--- src/rtl/tick_pkg.sv ---
package tick_pkg;
  localparam int unsigned MAX_MULT = 500;
  localparam int unsigned MULT_W   = $clog2(MAX_MULT + 1);

  typedef struct packed {
    logic       fast;
    logic [1:0] len;
  } tick_cfg_t;

  // period length in 0.2 ms base units
  function automatic logic [MULT_W-1:0] base_mult(input tick_cfg_t c);
    logic [MULT_W-1:0] m;
    case ({c.fast, c.len})
      3'b100:  m = MULT_W'(1);
      3'b101:  m = MULT_W'(2);
      3'b110:  m = MULT_W'(10);
      3'b111:  m = MULT_W'(20);
      3'b000:  m = MULT_W'(25);
      3'b001:  m = MULT_W'(50);
      3'b010:  m = MULT_W'(250);
      default: m = MULT_W'(500);
    endcase
    return m;
  endfunction
endpackage

--- src/rtl/tick_prescaler.sv ---
module tick_prescaler #(
  parameter int unsigned BASE_DIV = 50000
) (
  input  logic clk_i,
  input  logic rst_ni,
  input  logic restart_i,
  output logic base_o
);
  localparam int unsigned PRE_W = (BASE_DIV > 1) ? $clog2(BASE_DIV) : 1;
  localparam logic [PRE_W-1:0] PRE_LAST = PRE_W'(BASE_DIV - 1);

  logic [PRE_W-1:0] cnt_q;
  logic             wrap;

  assign wrap   = (cnt_q == PRE_LAST);
  assign base_o = wrap && !restart_i;

  always_ff @(posedge clk_i or negedge rst_ni) begin
    if (!rst_ni)        cnt_q <= '0;
    else if (restart_i) cnt_q <= '0;
    else if (wrap)      cnt_q <= '0;
    else                cnt_q <= cnt_q + 1'b1;
  end
endmodule

--- src/rtl/tick_interval.sv ---
module tick_interval
  import tick_pkg::*;
(
  input  logic      clk_i,
  input  logic      rst_ni,
  input  tick_cfg_t cfg_i,
  input  logic      base_i,
  output logic      expire_o,
  output logic      cfg_chg_o
);
  tick_cfg_t         cfg_q;
  logic [MULT_W-1:0] cnt_q;
  logic [MULT_W-1:0] last;

  assign cfg_chg_o = (cfg_i != cfg_q);
  assign last      = base_mult(cfg_q) - 1'b1;
  assign expire_o  = base_i && !cfg_chg_o && (cnt_q == last);

  always_ff @(posedge clk_i or negedge rst_ni) begin
    if (!rst_ni) begin
      cfg_q <= '0;
      cnt_q <= '0;
    end else if (cfg_chg_o) begin
      cfg_q <= cfg_i;
      cnt_q <= '0;
    end else if (base_i) begin
      cnt_q <= (cnt_q == last) ? '0 : cnt_q + 1'b1;
    end
  end
endmodule

--- src/rtl/tick_flag.sv ---
module tick_flag (
  input  logic clk_i,
  input  logic rst_ni,
  input  logic expire_i,
  input  logic clr_i,
  input  logic en_i,
  output logic tick_o,
  output logic irq_o
);
  logic clr_q, en_q, tick_q;
  logic clr_rise;

  assign clr_rise = clr_i && !clr_q;
  assign tick_o   = tick_q;
  assign irq_o    = tick_q && en_q;

  always_ff @(posedge clk_i or negedge rst_ni) begin
    if (!rst_ni) begin
      clr_q  <= 1'b0;
      en_q   <= 1'b1;
      tick_q <= 1'b0;
    end else begin
      clr_q <= clr_i;
      en_q  <= en_i;
      // expiry wins over a coincident clear
      if (expire_i)      tick_q <= 1'b1;
      else if (clr_rise) tick_q <= 1'b0;
    end
  end
endmodule

--- src/rtl/tick_timer.sv ---
module tick_timer
  import tick_pkg::*;
#(
  parameter int unsigned BASE_DIV = 50000
) (
  input  logic       clk_i,
  input  logic       rst_ni,
  input  logic       fast_i,
  input  logic [1:0] len_i,
  input  logic       clr_i,
  input  logic       irq_en_i,
  output logic       tick_no,
  output logic       irq_o,
  output logic       tick_stat_o
);
  tick_cfg_t cfg;
  logic      base_tick, expire, cfg_chg, tick;

  assign cfg.fast = fast_i;
  assign cfg.len  = len_i;

  tick_prescaler #(.BASE_DIV(BASE_DIV)) u_pre (
    .clk_i    (clk_i),
    .rst_ni   (rst_ni),
    .restart_i(cfg_chg),
    .base_o   (base_tick)
  );

  tick_interval u_ivl (
    .clk_i    (clk_i),
    .rst_ni   (rst_ni),
    .cfg_i    (cfg),
    .base_i   (base_tick),
    .expire_o (expire),
    .cfg_chg_o(cfg_chg)
  );

  tick_flag u_flag (
    .clk_i   (clk_i),
    .rst_ni  (rst_ni),
    .expire_i(expire),
    .clr_i   (clr_i),
    .en_i    (irq_en_i),
    .tick_o  (tick),
    .irq_o   (irq_o)
  );

  assign tick_no     = !tick;
  assign tick_stat_o = tick;
endmodule

--- config.mk ---
export PLATFORM = sky130hd
export DESIGN_NAME = tick_timer
export DESIGN_NICKNAME = d
export VERILOG_FILES = /design/src/rtl/tick_pkg.sv /design/src/rtl/tick_prescaler.sv /design/src/rtl/tick_interval.sv /design/src/rtl/tick_flag.sv /design/src/rtl/tick_timer.sv
export SDC_FILE = /design/constraint.sdc
export NUM_CORES = 1
export LEC_CHECK = 0
export BUFFER_PORTS_ARGS = -buffer_cell sky130_fd_sc_hd__buf_2
export CORE_AREA = 4 4 64 66
export DETAILED_ROUTE_END_ITERATION = 8
export DIE_AREA = 0 0 68 70
export PLACE_DENSITY = 0.65
export SLEW_MARGIN = 20
export SYNTH_ARGS = -nofsm -noshare
export SYNTH_HDL_FRONTEND = slang
export SYNTH_HIERARCHICAL = 1
export SYNTH_SLANG_ARGS = --single-unit
--- constraint.sdc ---
create_clock -name clk_i -period 4.4 [get_ports clk_i]
set_input_delay 0.44 -clock clk_i [delete_from_list [all_inputs] [get_ports clk_i]]
set_output_delay 0.44 -clock clk_i [all_outputs]
set_load 0.01 [all_outputs]
==> impl_metrics.env, run 1 <==
export IMPL_synthArstFlopShare_pct=100
export IMPL_cts_root_buffer="clkbuf_4"
export IMPL_worst_slew_pin_transition_ns=0.655
export IMPL_vias=1365
export IMPL_coreArea_um2=3580
export IMPL_cts_tree="built"
export IMPL_swShare_pct=23.7
export IMPL_hold_ws_ns=0.143
export IMPL_die_w_um=68
export IMPL_cts_setup_buffers=0
export IMPL_end_kind="flop"
export IMPL_synthCells=184
export IMPL_worstSkewPairLatency_ns=0.31
export IMPL_vias_per_cell=5.71
export IMPL_hold_path_class="in2async"
export IMPL_p_per_area_nw_per_um2=261
export IMPL_ctsHtreeMaxLevel=2
export IMPL_min_period_over_period_pct=64.1
export IMPL_drt_wirelength_per_cell_um=13.9
export IMPL_layout_commonest_cell="dfrtp_1"
export IMPL_first_global_vias=1253
export IMPL_ant_nets=0
export IMPL_gp_congestion=0.934
export IMPL_synth_cell_types=41
export IMPL_setup_viol=0
export IMPL_clock_path_buffers=2
export IMPL_seq_power_share_pct=62.1
export IMPL_synth_edf_count=0
export IMPL_cp_required_ns=4.63
export IMPL_antenna_found_initial=0
export IMPL_stdcell_count=239
export IMPL_die_area_um2=4760
export IMPL_power_switching_uw=111
export IMPL_clockPowerShare_pct=32.0
export IMPL_grt_pass1_wl_um=5750
export IMPL_fmax_mhz=355
export IMPL_drive_gt1_share_pct=11.5
export IMPL_fin_skew_ns=0.00405
export IMPL_period_minus_slack_ns=2.82
export IMPL_start_kind="flop"
export IMPL_startpoint="u_ivl/cfg_q[1]"
export IMPL_ir_worst_vdd_uv=121
export IMPL_design_area_um2=1810
export IMPL_syn_area_um2=1700
export IMPL_arrival_ns=3.05
export IMPL_grt_use_total_pct=15.4
export IMPL_drt_total_wl_um=3320
export IMPL_placed_area_um2=1760
export IMPL_boundaryPins=10
export IMPL_portBuffers=9
export IMPL_grt_max_degree=32
export IMPL_synth_flop_cell="dfrtp_1"
export IMPL_syn_avg_cell_area_um2=9.23
export IMPL_fillCellCount=388
export IMPL_intPower_uw=359
export IMPL_status="completed"
export IMPL_ys_ff_latch=31
export IMPL_nets=199
export IMPL_report_final_slew_viol_count=0
export IMPL_cts_hold_buffers=0
export IMPL_clock_sinks=31
export IMPL_slew_headroom_pct=56.3
export IMPL_num_rows=22
export IMPL_cts_resized=0
export IMPL_drt_pass1_iter_count=4
export IMPL_start_util_pct=47.5
export IMPL_tns_ns=0
export IMPL_finalHoldViolations=0
export IMPL_worstPathMaxFanout=16
export IMPL_r2r_start="u_ivl/cfg_q[1]"
export IMPL_drtIter0Drc=68
export IMPL_die_h_um=70
export IMPL_drc=0
export IMPL_synth_warnings=6
export IMPL_grt_overflow_total=0
export IMPL_dpl_hpwl_um=2390
export IMPL_yosysSeqAreaShare_pct=45.7
export IMPL_maxCapViolations=0
export IMPL_num_antenna_cells=0
export IMPL_clkSlewWorstSetupHoldPaths_ns=0.09
export IMPL_power_frac_comb_pct=5.9
export IMPL_dpl_cell_count=231
export IMPL_area_growth_pct=6.26
export IMPL_path_class="reg2reg"
export IMPL_final_cell_mix="dfrtp_1, nor2_1, nand3_1, xnor2_1, o21ai_0"
export IMPL_cts_made_buffers=5
export IMPL_leakage_uw=0.000692
export IMPL_synth_nets=193
export IMPL_rsz0062_at_grt="no"
==> flip-flops by register name, summed over array words and instances (netlist names) <==
name,flops
u_ivl/cfg_q,3
u_flag/tick_o,1
u_pre/cnt_q,16
u_ivl/cnt_q,9
u_flag/en_q,1
u_flag/clr_q,1
==> layout make-up <==
type / count / area (µm²) / area share (%)
repair buffers: 9 / 45.0 / 2.49
clock buffers: 7 / 45.0 / 2.49
well taps: 48 / 60.1 / 3.33
flip-flops and latches: 31 / 777 / 43.0
clock inverters: 1 / 5.00 / 0.277
multi-input cells: 135 / 843 / 46.7
inverters: 8 / 30.0 / 1.66
==> worst paths after layout <==
check | end | slack [ns] | depth (start not counted)
max reg2reg | u_ivl/cnt_q[0] | 1.58 | 7
min reg2reg | u_pre/cnt_q[0] | 0.48 | 1
max in group asynchronous | u_pre/cnt_q[13] | 3.84 | 1
max | u_ivl/cnt_q[0] | 1.58 | 7
min | u_ivl/cnt_q[4] | 0.14 | 1
min in group clk_i | u_flag/en_q | 0.22 | 1
==> routing by layer <==
| metal | track usage [%] | vias up | wire length, µm |
|---|---|---|---|
| met4 | 5.74 | 0 | 19 |
| met2 | 20.6 | 37 | 1480 |
| met3 | 4.34 | 2 | 184 |
| met1 | 23.4 | 654 | 1630 |
| li1 | - | 672 | - |
| met5 | 0 | - | 0 |
==> cell usage after synthesis (all sizes together) (3+ instances only) <==
master,count,area [µm²]
a31oi,3,18.8
nand4,6,37.5
inv,8,30.0
or2,3,18.8
a21oi,5,25.0
nand3,16,85.1
or3,3,18.8
dfrtp,30,751
nor2,17,63.8
buf,3,21.3
nor2b,4,25.0
nor4,6,37.5
clkbuf,7,27.5
o21ai,13,65.1
and3,4,25.0
xnor2,14,123
nand2,11,41.3
xor2,3,26.3
nor3,6,41.3
==> cell families (layout without fill, tap and decap cells) <==
family          count (synthesis)  count (layout)  synth area share (%)
simple gates                   86              86                  28.4
flops                          31              31                  45.7
compound gates                 30              30                  11.0
buf+inv                        18              25                  4.64
xor+xnor                       17              17                  8.76
fa+ha+maj                       2               2                  1.47
==> power by group through the flow <==
stage	sequential, µW	clock, µW	combinational, µW
floorplan	295	0	20.8
global placement	298	0	27.2
detailed placement	298	0	28.4
CTS	292	158	28.6
global route	293	169	32.0
finish	292	150	27.8
==> critical path: stages, from the launching register on <==
cell and delay, ns:
dfrtp_1 0.49, xnor2_1 0.18, and3_1 0.51, inv_1 0.28, nor2_1 0.43, inv_1 0.29
or3_1 0.39, o21ai_0 0.17
==> per-stage QoR <==
step	util [%]	worst slack [ns]	total power (µW)
6_report	50.5	1.58	470
5_1_grt	50.5	1.33	494
4_1_cts	50.5	1.62	479
3_5_place_dp	49.1	1.61	326
3_3_place_gp	49.1	1.85	325
2_1_floorplan	-	2.32	316
(Power assumes the default switching activity.)
==> inputs of run 2 (changes only) <==
--- a/config.mk
+++ b/config.mk
@@ -5,11 +5,12 @@
 export SDC_FILE = /design/constraint.sdc
 export NUM_CORES = 1
 export LEC_CHECK = 0
+export ABC_AREA = 1
 export BUFFER_PORTS_ARGS = -buffer_cell sky130_fd_sc_hd__buf_2
-export CORE_AREA = 4 4 64 66
+export CORE_AREA = 4 4 67 69
 export DETAILED_ROUTE_END_ITERATION = 8
-export DIE_AREA = 0 0 68 70
-export PLACE_DENSITY = 0.65
+export DIE_AREA = 0 0 71 73
+export PLACE_DENSITY = 0.69
 export SLEW_MARGIN = 20
 export SYNTH_ARGS = -nofsm -noshare
 export SYNTH_HDL_FRONTEND = slang
==> constraint.sdc (replaced) <==
create_clock -name clk_i -period 2.45 [get_ports clk_i]
set_input_delay 0.245 -clock clk_i [delete_from_list [all_inputs] [get_ports clk_i]]
set_output_delay 0.245 -clock clk_i [all_outputs]
set_load 0.01 [all_outputs]
==> impl_metrics.env, run 2 <==
export IMPL_num_rows=23
export IMPL_yosysSeqAreaShare_pct=40.6
export IMPL_clock_path_buffers=2
export IMPL_ff_latch_area_um2=777
export IMPL_synth_flop_cell="dfrtp_1"
export IMPL_worstSkewPairLatency_ns=0.28
export IMPL_syn_area_um2=1920
export IMPL_synthTopCellsByCount="nand2_1, nor2_1, nand3_1"
export IMPL_start_kind="flop"
export IMPL_fmax_mhz=511
export IMPL_dpl_hpwl_um=2850
export IMPL_rsz0062_at_grt="no"
export IMPL_status="completed"
export IMPL_rr_worst_depth=9
export IMPL_fillCellCount=387
export IMPL_clock_sinks=31
export IMPL_die_w_um=71
export IMPL_drc=0
export IMPL_leakage_uw=0.00107
export IMPL_tns_ns=0
export IMPL_first_global_vias=1552
export IMPL_vias_per_cell=5.04
export IMPL_synth_nets=275
export IMPL_report_final_slew_viol_count=0
export IMPL_final_cell_mix="nand2_1, nor2_1, nand3_1, dfrtp_1, inv_1"
export IMPL_cp_required_ns=2.67
export IMPL_synth_warnings=6
export IMPL_cts_hold_buffers=0
export IMPL_nets=287
export IMPL_worst_slew_pin_transition_ns=0.696
export IMPL_r2r_end="u_ivl/cnt_q[4]"
export IMPL_ant_nets=0
export IMPL_maxCapViolations=0
export IMPL_synth_edf_count=0
export IMPL_r2r_start="u_pre/cnt_q[0]"
export IMPL_ys_ff_latch=31
export IMPL_cts_made_buffers=5
export IMPL_cts_tree="built"
export IMPL_drt_wirelength_per_cell_um=11.9
export IMPL_cts_resized=0
export IMPL_critPathSlowestCell="dfrtp_1"
export IMPL_grt_max_degree=32
export IMPL_synthArstFlopShare_pct=100
export IMPL_end_kind="flop"
export IMPL_slew_headroom_pct=53.6
export IMPL_vias=1659
export IMPL_grt_use_total_pct=16.5
export IMPL_cts_root_buffer="clkbuf_8"
export IMPL_period_minus_slack_ns=1.96
export IMPL_path_cells="ha_1 -> nand3_1 -> nor2_1 -> nand2_1 -> nor2_1 -> nand4_1 -> inv_2 -> nand3_1 -> nand2_1"
export IMPL_gp_congestion=0.931
export IMPL_finalHoldViolations=0
export IMPL_ir_worst_vdd_uv=272
export IMPL_synthCells=266
export IMPL_syn_avg_cell_area_um2=7.20
export IMPL_num_antenna_cells=0
export IMPL_boundaryPins=10
export IMPL_fin_skew_ns=0.00856
export IMPL_setup_viol=0
export IMPL_yosysMostFrequentCell="nand2_1"
export IMPL_cts_setup_buffers=0
export IMPL_die_h_um=73
export IMPL_synth_cell_types=27
export IMPL_antenna_found_initial=0
export IMPL_layout_commonest_cell="nand2_1"
export IMPL_startpoint="u_pre/cnt_q[0]"
export IMPL_cp_num_buf_inv=1
export IMPL_rrSetupSlack_ns=0.49
export IMPL_grt_overflow_total=0
export IMPL_total_power_uw=1110
export IMPL_path_depth=9
export IMPL_critPathCapture="u_ivl/cnt_q[4]"
export IMPL_drt_total_wl_um=3910
export IMPL_largest_reg_flops=16
export IMPL_portBuffers=9
export IMPL_multiInputGateArea_um2=981
export IMPL_drive_gt1_share_pct=16.8
export IMPL_ctsHtreeMaxLevel=2
export IMPL_hold_ws_ns=0.00156
export IMPL_top_regs="u_pre/cnt_q: 16 flops, u_ivl/cnt_q: 9 flops, u_ivl/cfg_q: 3 flops"
export IMPL_crit_family="simple AND/OR/NAND/NOR gates"
export IMPL_worstPathMaxFanout=7
export IMPL_area_growth_pct=10.8
export IMPL_clkSlewWorstSetupHoldPaths_ns=0.07
export IMPL_p_per_area_nw_per_um2=524
export IMPL_drt_pass1_iter_count=4
export IMPL_hold_path_class="in2async"
export IMPL_critical_path_max_stage_delay_ns=0.39
export IMPL_grt_pass1_wl_um=6770
export IMPL_die_area_um2=5180
export IMPL_synth_area_leaders="dfrtp_1, nand2_1, nand3_1"
export IMPL_drtIter0Drc=110
export IMPL_synth_area_leader_cell="dfrtp_1"
export IMPL_min_period_over_period_pct=79.8
export IMPL_largest_register="u_pre/cnt_q"
export IMPL_path_class="reg2reg"
export IMPL_coreArea_um2=3910
export IMPL_start_util_pct=48.9
export IMPL_yosysTopAreaCellShare_pct=39.2
export IMPL_arrival_ns=2.18
run 2: cell count changes after synthesis, moves of 5 or more:
cell	change
nand3_1	+17
nand2_1	+65
o21ai_0	-12
nor2_1	+22
inv_2	+6
inv_1	+21
nor2_2	+5
xnor2_1	-10
nor4_1	-6
nand2_2	+8
run 2: per-layer routing:
metal | vias up | GRT usage (%) | part of all wire (%)
li1 | 848 | - | -
met1 | 761 | 21.2 | 47
met2 | 41 | 26.6 | 46
met3 | 9 | 3.72 | 5.1
met4 | 0 | 7.31 | 2.3
met5 | - | 0 | 0
run 2: stage by stage:
stage               instances  instance area, µm²  util (%)  setup WS, ns
global placement          321                2000      51.2         0.635
detailed placement        321                2000      51.2         0.521
floorplan                 266                1920         -         0.741
finish                    329                2120      54.2         0.494
global route              329                2120      54.2         0.253
CTS                       329                2120      54.2         0.497
run 2: logic make-up after synthesis:
group / Yosys count / share of synthesized area [%]
buffers and inverters: 40 / 8.23
adder cells (fa/ha/maj): 2 / 1.31
AO/OA/AOI/OAI: 8 / 2.55
flip-flops: 31 / 40.6
AND/OR/NAND/NOR: 175 / 42.4
XOR/XNOR: 10 / 4.96
run 2: report_power, final:
group	total (µW)	switching, µW	internal (µW)
clock network	517	189	329
logic	68.7	46.8	21.9
registers	525	7.48	518
run 2: area by class of cell:
| cell class | instances | area share, % |
|---|---|---|
| multi-input combinational | 195 | 46.2 |
| sequential | 31 | 36.6 |
| tap | 50 | 2.95 |
| timing repair buffer | 10 | 2.48 |
| clock buffer | 6 | 3.89 |
| clock inverter | 2 | 1.65 |
| inverter | 35 | 6.19 |
run 2: worst min-delay path by stage:
stage               cells after the start         endpoint    from
global placement                        1  u_pre/cnt_q[12]  rst_ni
finish                                  1  u_pre/cnt_q[12]  rst_ni
detailed placement                      1  u_pre/cnt_q[12]  rst_ni
floorplan                               0     u_flag/clr_q  rst_ni
CTS                                     1  u_pre/cnt_q[12]  rst_ni
global route                            1  u_pre/cnt_q[12]  rst_ni
